**src/rtl/tmr_pkg.sv**
```systemverilog
package tmr_pkg;
   typedef enum logic [1:0] {
      MODE_PRESCALED = 2'd0,
      MODE_FULL      = 2'd1,
      MODE_RELOAD    = 2'd2,
      MODE_SPLIT     = 2'd3
   } tmr_mode_e;
endpackage

```
**src/rtl/tmr_edge_sync.sv**
```systemverilog
module tmr_edge_sync #(
   parameter int STAGES = 2
) (
   input  logic clk,
   input  logic rst_n,
   input  logic pin_i,
   output logic fall_o
);
   // pipe[STAGES-1] is the synchronized sample, pipe[STAGES] the previous one
   logic [STAGES:0] pipe;

   always_ff @(posedge clk or negedge rst_n) begin
      if (!rst_n) pipe <= '0;
      else        pipe <= {pipe[STAGES-1:0], pin_i};
   end

   assign fall_o = pipe[STAGES] & ~pipe[STAGES-1];
endmodule

```
**src/rtl/tmr_flag.sv**
```systemverilog
module tmr_flag (
   input  logic clk,
   input  logic rst_n,
   input  logic set_i,
   input  logic clr_i,
   output logic flag_o
);
   always_ff @(posedge clk or negedge rst_n) begin
      if (!rst_n)     flag_o <= 1'b0;
      else if (set_i) flag_o <= 1'b1;
      else if (clr_i) flag_o <= 1'b0;
   end
endmodule

```
**src/rtl/tmr_split_hi.sv**
```systemverilog
module tmr_split_hi #(
   parameter int W = 8
) (
   input  logic         in_split,
   input  logic         hi_run,
   input  logic         wr_hi,
   input  logic [W-1:0] hi_q,
   output logic         hi_inc,
   output logic         hi_evt
);
   assign hi_inc = in_split & hi_run & ~wr_hi;
   assign hi_evt = hi_inc & (&hi_q);
endmodule

```
**src/rtl/tmr_count_core.sv**
```systemverilog
module tmr_count_core
   import tmr_pkg::*;
#(
   parameter int W        = 8,
   parameter int PW       = 5,
   parameter bit SPLIT_EN = 1'b1
) (
   input  logic         clk,
   input  logic         rst_n,
   input  tmr_mode_e    mode,
   input  logic         step,
   input  logic         wr_lo,
   input  logic         wr_hi,
   input  logic [W-1:0] wr_data,
   input  logic         hi_inc,
   output logic [W-1:0] lo_q,
   output logic [W-1:0] hi_q,
   output logic         ovf_evt
);
   localparam int CW = 2 * W;

   logic [W-1:0]  lo_d, hi_d;
   logic [CW-1:0] cat_inc;
   logic [PW-1:0] pre_inc;
   logic          pre_full, lo_full, hi_full, any_wr;

   assign cat_inc  = {hi_q, lo_q} + CW'(1);
   assign pre_inc  = lo_q[PW-1:0] + PW'(1);
   assign pre_full = &lo_q[PW-1:0];
   assign lo_full  = &lo_q;
   assign hi_full  = &hi_q;
   assign any_wr   = wr_lo | wr_hi;

   always_comb begin
      lo_d    = lo_q;
      hi_d    = hi_q;
      ovf_evt = 1'b0;
      case (mode)
         MODE_PRESCALED: begin
            if (step && !any_wr) begin
               lo_d[PW-1:0] = pre_inc;
               if (pre_full) begin
                  hi_d    = hi_q + W'(1);
                  ovf_evt = hi_full;
               end
            end
         end
         MODE_FULL: begin
            if (step && !any_wr) begin
               {hi_d, lo_d} = cat_inc;
               ovf_evt      = lo_full & hi_full;
            end
         end
         MODE_RELOAD: begin
            if (step && !any_wr) begin
               if (lo_full) begin
                  lo_d    = hi_q;
                  ovf_evt = 1'b1;
               end else begin
                  lo_d = lo_q + W'(1);
               end
            end
         end
         MODE_SPLIT: begin
            if (SPLIT_EN) begin
               if (step && !wr_lo) begin
                  lo_d    = lo_q + W'(1);
                  ovf_evt = lo_full;
               end
               if (hi_inc) hi_d = hi_q + W'(1);
            end
         end
         default: ;
      endcase
      if (wr_lo) lo_d = wr_data;
      if (wr_hi) hi_d = wr_data;
   end

   always_ff @(posedge clk or negedge rst_n) begin
      if (!rst_n) begin
         lo_q <= '0;
         hi_q <= '0;
      end else begin
         lo_q <= lo_d;
         hi_q <= hi_d;
      end
   end
endmodule

```
**src/rtl/dual_half_timer.sv**
```systemverilog
module dual_half_timer
   import tmr_pkg::*;
#(
   parameter int HALF_W      = 8,
   parameter int PRESCALE_W  = 5,
   parameter int SYNC_STAGES = 2,
   parameter bit SPLIT_EN    = 1'b1
) (
   input  logic              clk,
   input  logic              rst_n,
   input  logic [1:0]        mode_sel,
   input  logic              run_en,
   input  logic              count_ext,
   input  logic              count_pin,
   input  logic              hi_run_en,
   input  logic              wr_lo_en,
   input  logic              wr_hi_en,
   input  logic [HALF_W-1:0] wr_data,
   input  logic              ovf_sw_clr,
   input  logic              ovf_ack,
   input  logic              hi_ovf_ack,
   output logic [HALF_W-1:0] count_lo,
   output logic [HALF_W-1:0] count_hi,
   output logic              ovf_flag,
   output logic              hi_ovf_flag
);
   if (HALF_W < 4) begin : g_bad_width
      $error("HALF_W must be at least 4");
   end
   if (PRESCALE_W < 1 || PRESCALE_W >= HALF_W) begin : g_bad_prescale
      $error("PRESCALE_W must lie between 1 and HALF_W-1");
   end
   if (SYNC_STAGES < 2) begin : g_bad_sync
      $error("SYNC_STAGES must be at least 2");
   end

   tmr_mode_e mode;
   logic      pin_fall, tick, step;
   logic      hi_inc, hi_evt, main_evt;

   assign mode = tmr_mode_e'(mode_sel);

   tmr_edge_sync #(.STAGES(SYNC_STAGES)) u_sync (
      .clk    (clk),
      .rst_n  (rst_n),
      .pin_i  (count_pin),
      .fall_o (pin_fall)
   );

   assign tick = count_ext ? pin_fall : 1'b1;
   assign step = run_en & tick;

   if (SPLIT_EN) begin : g_split
      tmr_split_hi #(.W(HALF_W)) u_split_hi (
         .in_split (mode == MODE_SPLIT),
         .hi_run   (hi_run_en),
         .wr_hi    (wr_hi_en),
         .hi_q     (count_hi),
         .hi_inc   (hi_inc),
         .hi_evt   (hi_evt)
      );
   end else begin : g_no_split
      assign hi_inc = 1'b0;
      assign hi_evt = 1'b0;
   end

   tmr_count_core #(
      .W        (HALF_W),
      .PW       (PRESCALE_W),
      .SPLIT_EN (SPLIT_EN)
   ) u_core (
      .clk     (clk),
      .rst_n   (rst_n),
      .mode    (mode),
      .step    (step),
      .wr_lo   (wr_lo_en),
      .wr_hi   (wr_hi_en),
      .wr_data (wr_data),
      .hi_inc  (hi_inc),
      .lo_q    (count_lo),
      .hi_q    (count_hi),
      .ovf_evt (main_evt)
   );

   tmr_flag u_main_flag (
      .clk    (clk),
      .rst_n  (rst_n),
      .set_i  (main_evt),
      .clr_i  (ovf_ack | ovf_sw_clr),
      .flag_o (ovf_flag)
   );

   tmr_flag u_hi_flag (
      .clk    (clk),
      .rst_n  (rst_n),
      .set_i  (hi_evt),
      .clr_i  (hi_ovf_ack),
      .flag_o (hi_ovf_flag)
   );
endmodule

```
**config.mk**
```make
export PLATFORM = sky130hd
export DESIGN_NAME = dual_half_timer
export DESIGN_NICKNAME = d
export VERILOG_FILES = /design/src/rtl/tmr_pkg.sv /design/src/rtl/tmr_edge_sync.sv /design/src/rtl/tmr_flag.sv /design/src/rtl/tmr_split_hi.sv /design/src/rtl/tmr_count_core.sv /design/src/rtl/dual_half_timer.sv
export SDC_FILE = /design/constraint.sdc
export NUM_CORES = 1
export LEC_CHECK = 0
export ABC_AREA = 1
export CAP_MARGIN = 10
export CORE_MARGIN = 2
export CORE_UTILIZATION = 55
export CTS_CLUSTER_SIZE = 40
export DETAILED_ROUTE_END_ITERATION = 8
export DONT_BUFFER_PORTS = 1
export HOLD_SLACK_MARGIN = 0.05
export MAX_ROUTING_LAYER = met4
export PLACE_DENSITY = 0.82
export RECOVER_POWER = 50
export SLEW_MARGIN = 10
export SYNTH_ARGS = -nofsm -noshare
export SYNTH_HDL_FRONTEND = slang
export SYNTH_SLANG_ARGS = --single-unit
```
**constraint.sdc**
```tcl
create_clock -name clk -period 3.7 [get_ports clk]
set_clock_uncertainty 0.15 [all_clocks]
set_input_delay 0.555 -clock clk [delete_from_list [all_inputs] [get_ports clk]]
set_output_delay 0.555 -clock clk [all_outputs]
set_load 0.005 [all_outputs]
```
==> flow_summary.json <==
{
  "status": "complete, no violations",
  "grt_pass1_vias": 1739,
  "tightest_slew_ns": 1.04,
  "drtPass1Iterations": 4,
  "rsz0062_at_grt": "no",
  "r2r_cells": 7,
  "ys_ff_latch": 21,
  "diodes": 0,
  "p_comb_frac": 0.300,
  "syn_nets": 307,
  "grt.busiest_layer": "met2",
  "cts_made_buffers": 3,
  "crit_required_ns": 3.82,
  "worst_ep_arrival_time_ns": 2.24,
  "layout.cells.most_common": "nand2_1",
  "grt_use_met3": 0.0546,
  "ios": 39,
  "grt_use_met1": 0.359,
  "layout_common_cells": "86 x nand2_1, 51 x nand3_1, 38 x inv_1, 23 x nor2_1, 21 x dfrtp_1",
  "coreArea_sq_um": 3100,
  "fin_crit_sh": 0.573,
  "drtAntennaViolNets": 0,
  "grt_pass1_wl_mm": 7.72,
  "tns_ns": 0,
  "die_h_microns": 61.5,
  "grt_max_degree": 22,
  "setup_violations": 0,
  "clk_pin_slew_ns": 0.13,
  "initial_utilization": 0.585,
  "yosys_warnings": 0,
  "worstSetupEndpointType": "flop",
  "drc": 0,
  "crit_path_frequent_cell": "nand2_1",
  "synth.area.top_cells": "dfrtp_1 29%, nand2_1 18%, nand3_1 14%, inv_1 7.9%, ha_1 4.8%",
  "p_sw_uw": 254,
  "htree_levels": 1,
  "seq_area_frac_synth": 0.289,
  "wire_per_inst_microns": 14.3,
  "tritoncts": "done",
  "num_rows": 20,
  "power_density_nw_per_um2": 332,
  "power_frac_clock": 0.193,
  "hold_viol_final": 0,
  "start_kind": "flop",
  "drive_gt1_frac": 0.0929,
  "syn2layout_area_growth_pct": 3.51,
  "grt_overflow_total": 0,
  "slew_violations": 0,
  "cts.path.max_buffers": 2,
  "antenna_found_initial": 0,
  "critPathCapture": "u_main_flag.flag_o$_DFFE_PN0P_",
  "vdd_drop_max_mv": 0.169,
  "dr_total_vias": 1740,
  "path_max_fanout": 8,
  "internal_power_uw": 369,
  "startpoint": "u_core.hi_q[0]$_DFFE_PN0P_",
  "hold_path.class": "in2reg",
  "criticalPathCategory": "reg2reg",
  "wl_mm": 4.62,
  "numPortBuffers": 0,
  "nets": 309,
  "cap_violations": 0,
  "max_clock_freq_ghz": 0.472,
  "power_leakage_uw": 0.000978,
  "postSynthAreaPerCell_sq_um": 6.51,
  "whs_ns": 0.101,
  "viasPerCell": 5.37,
  "r2r_start": "u_core.hi_q[0]$_DFFE_PN0P_",
  "r2r-end": "u_main_flag.flag_o$_DFFE_PN0P_",
  "ys_types": 28,
  "syn_area_sq_um": 1820,
  "netSwitchingFraction": 0.408,
  "cpMaxStageDelayCell": "nor4_1",
  "period_needed_ns": 2.12,
  "dp_hpwl_mm": 3.54,
  "yosysTopAreaCell": "dfrtp_1",
  "yosys.area.top_type_share": 0.289,
  "cts_sinks": 21,
  "slowest_delay_ns": 0.59,
  "dieArea_sq_um": 3780,
  "grt.total_usage": 0.277,
  "clk_latency_ns": 0.31,
  "root_buffer": "clkbuf_4",
  "grt.met2_usage": 0.435,
  "gp_congestion": 0.926,
  "maxSlewHeadroom": 0.302,
  "drtIter0Drc": 128,
  "worstPathCellList": "ha_1 > inv_1 > nor4_1 > nand3_1 > nand2_1 > nand2_1 > nand2_1",
  "netlist_instances": 279,
  "r2r_slack_ns": 1.58,
  "p_seq_frac": 0.507,
  "dieWidth_microns": 61.5
}
## sequential cells by signal, indices dropped and copies added, names as in the netlist
| name | flops |
|---|---|
| u_hi_flag.flag_o | 1 |
| u_main_flag.flag_o | 1 |
| u_core.hi_q | 8 |
| u_sync.pipe | 3 |
| u_core.lo_q | 8 |
## metal layers
metal	vias up	routed length [microns]
li1	888	-
met1	766	2100
met2	78	2080
met3	8	379
met4	0	66
met5	-	0
## critical path: cells and delay by family, from the launching register on
family | cells | cell delay (ns)
fa+ha+maj | 1 | 0.33
buf+inv | 1 | 0.09
flops | 1 | 0.55
simple gates | 5 | 0.96
## synthesized netlist by cell type
| cell type | instances |
|---|---|
| nand2_1 | 86 |
| nand3_1 | 51 |
| inv_1 | 38 |
| nor2_1 | 23 |
| dfrtp_1 | 21 |
| ha_1 | 7 |
| a21oi_1 | 6 |
| nor2_4 | 6 |
| o21ai_0 | 6 |
| or2_2 | 6 |
| xor2_1 | 4 |
| nand2_4 | 3 |
| nand3_2 | 3 |
| nand2_2 | 2 |
| nand4_1 | 2 |
| nor2_2 | 2 |
| nor3_1 | 2 |
| buf_2 | 1 |
| buf_4 | 1 |
| buf_6 | 1 |
| clkbuf_1 | 1 |
| clkinv_1 | 1 |
| nor2_8 | 1 |
| nor4_1 | 1 |
| o211ai_1 | 1 |
| o21a_1 | 1 |
| o21ai_1 | 1 |
| o21bai_1 | 1 |
## power by group through the flow
stage	sequential, uW	clock, uW	combinational (uW)
5_1_grt	324	132	216
2_1_floorplan	303	0	156
3_3_place_gp	318	0	176
4_1_cts	316	123	187
6_report	316	120	187
3_5_place_dp	320	0	180
## worst min-delay path by stage
| stage | start | end | slack [ns] | cells past startpoint |
|---|---|---|---|---|
| floorplan | rst_n | u_core.hi_q[0]$_DFFE_PN0P_ | 0.11 | 0 |
| global placement | rst_n | u_core.lo_q[1]$_DFFE_PN0P_ | 0.11 | 0 |
| detailed placement | rst_n | u_core.lo_q[1]$_DFFE_PN0P_ | 0.11 | 0 |
| CTS | count_pin | u_sync.pipe[0]$_DFF_PN0_ | 0.10 | 0 |
| global route | count_pin | u_sync.pipe[0]$_DFF_PN0_ | 0.09 | 0 |
| finish | count_pin | u_sync.pipe[0]$_DFF_PN0_ | 0.10 | 0 |
## timing repair
item	4_1_cts	5_1_grt
hold buffers	1	0
hold endpoints to repair	21	0
gates resized for setup	0	0
buffers inserted	0	0
## metrics by stage
stage	cells	util	instance area (sq um)	total power (uW)	setup slack, ns
2_1_floorplan	279	-	1820	460	1.85
6_report	324	0.606	1880	624	1.58
4_1_cts	324	0.606	1880	626	1.66
5_1_grt	324	0.606	1880	671	1.55
3_5_place_dp	319	0.594	1840	500	1.61
3_3_place_gp	319	0.594	1840	494	1.68
## cells by family after synthesis
family                   share of synthesized area
AO/OA/AOI/OAI                               0.0482
XOR/XNOR                                    0.0193
adder cells (fa/ha/maj)                     0.0482
buffers and inverters                       0.0957
AND/OR/NAND/NOR                              0.499
flip-flops                                   0.289
## layout make-up
type	count	area [sq um]
flip-flops and latches	21	526
repair buffers	1	10.0
inverters	39	146
well taps	44	55.1
clock buffers	4	26.3
fillers	333	1220
multi-input cells	215	1120
No activity file was read; power rests on OpenSTA's default activity.
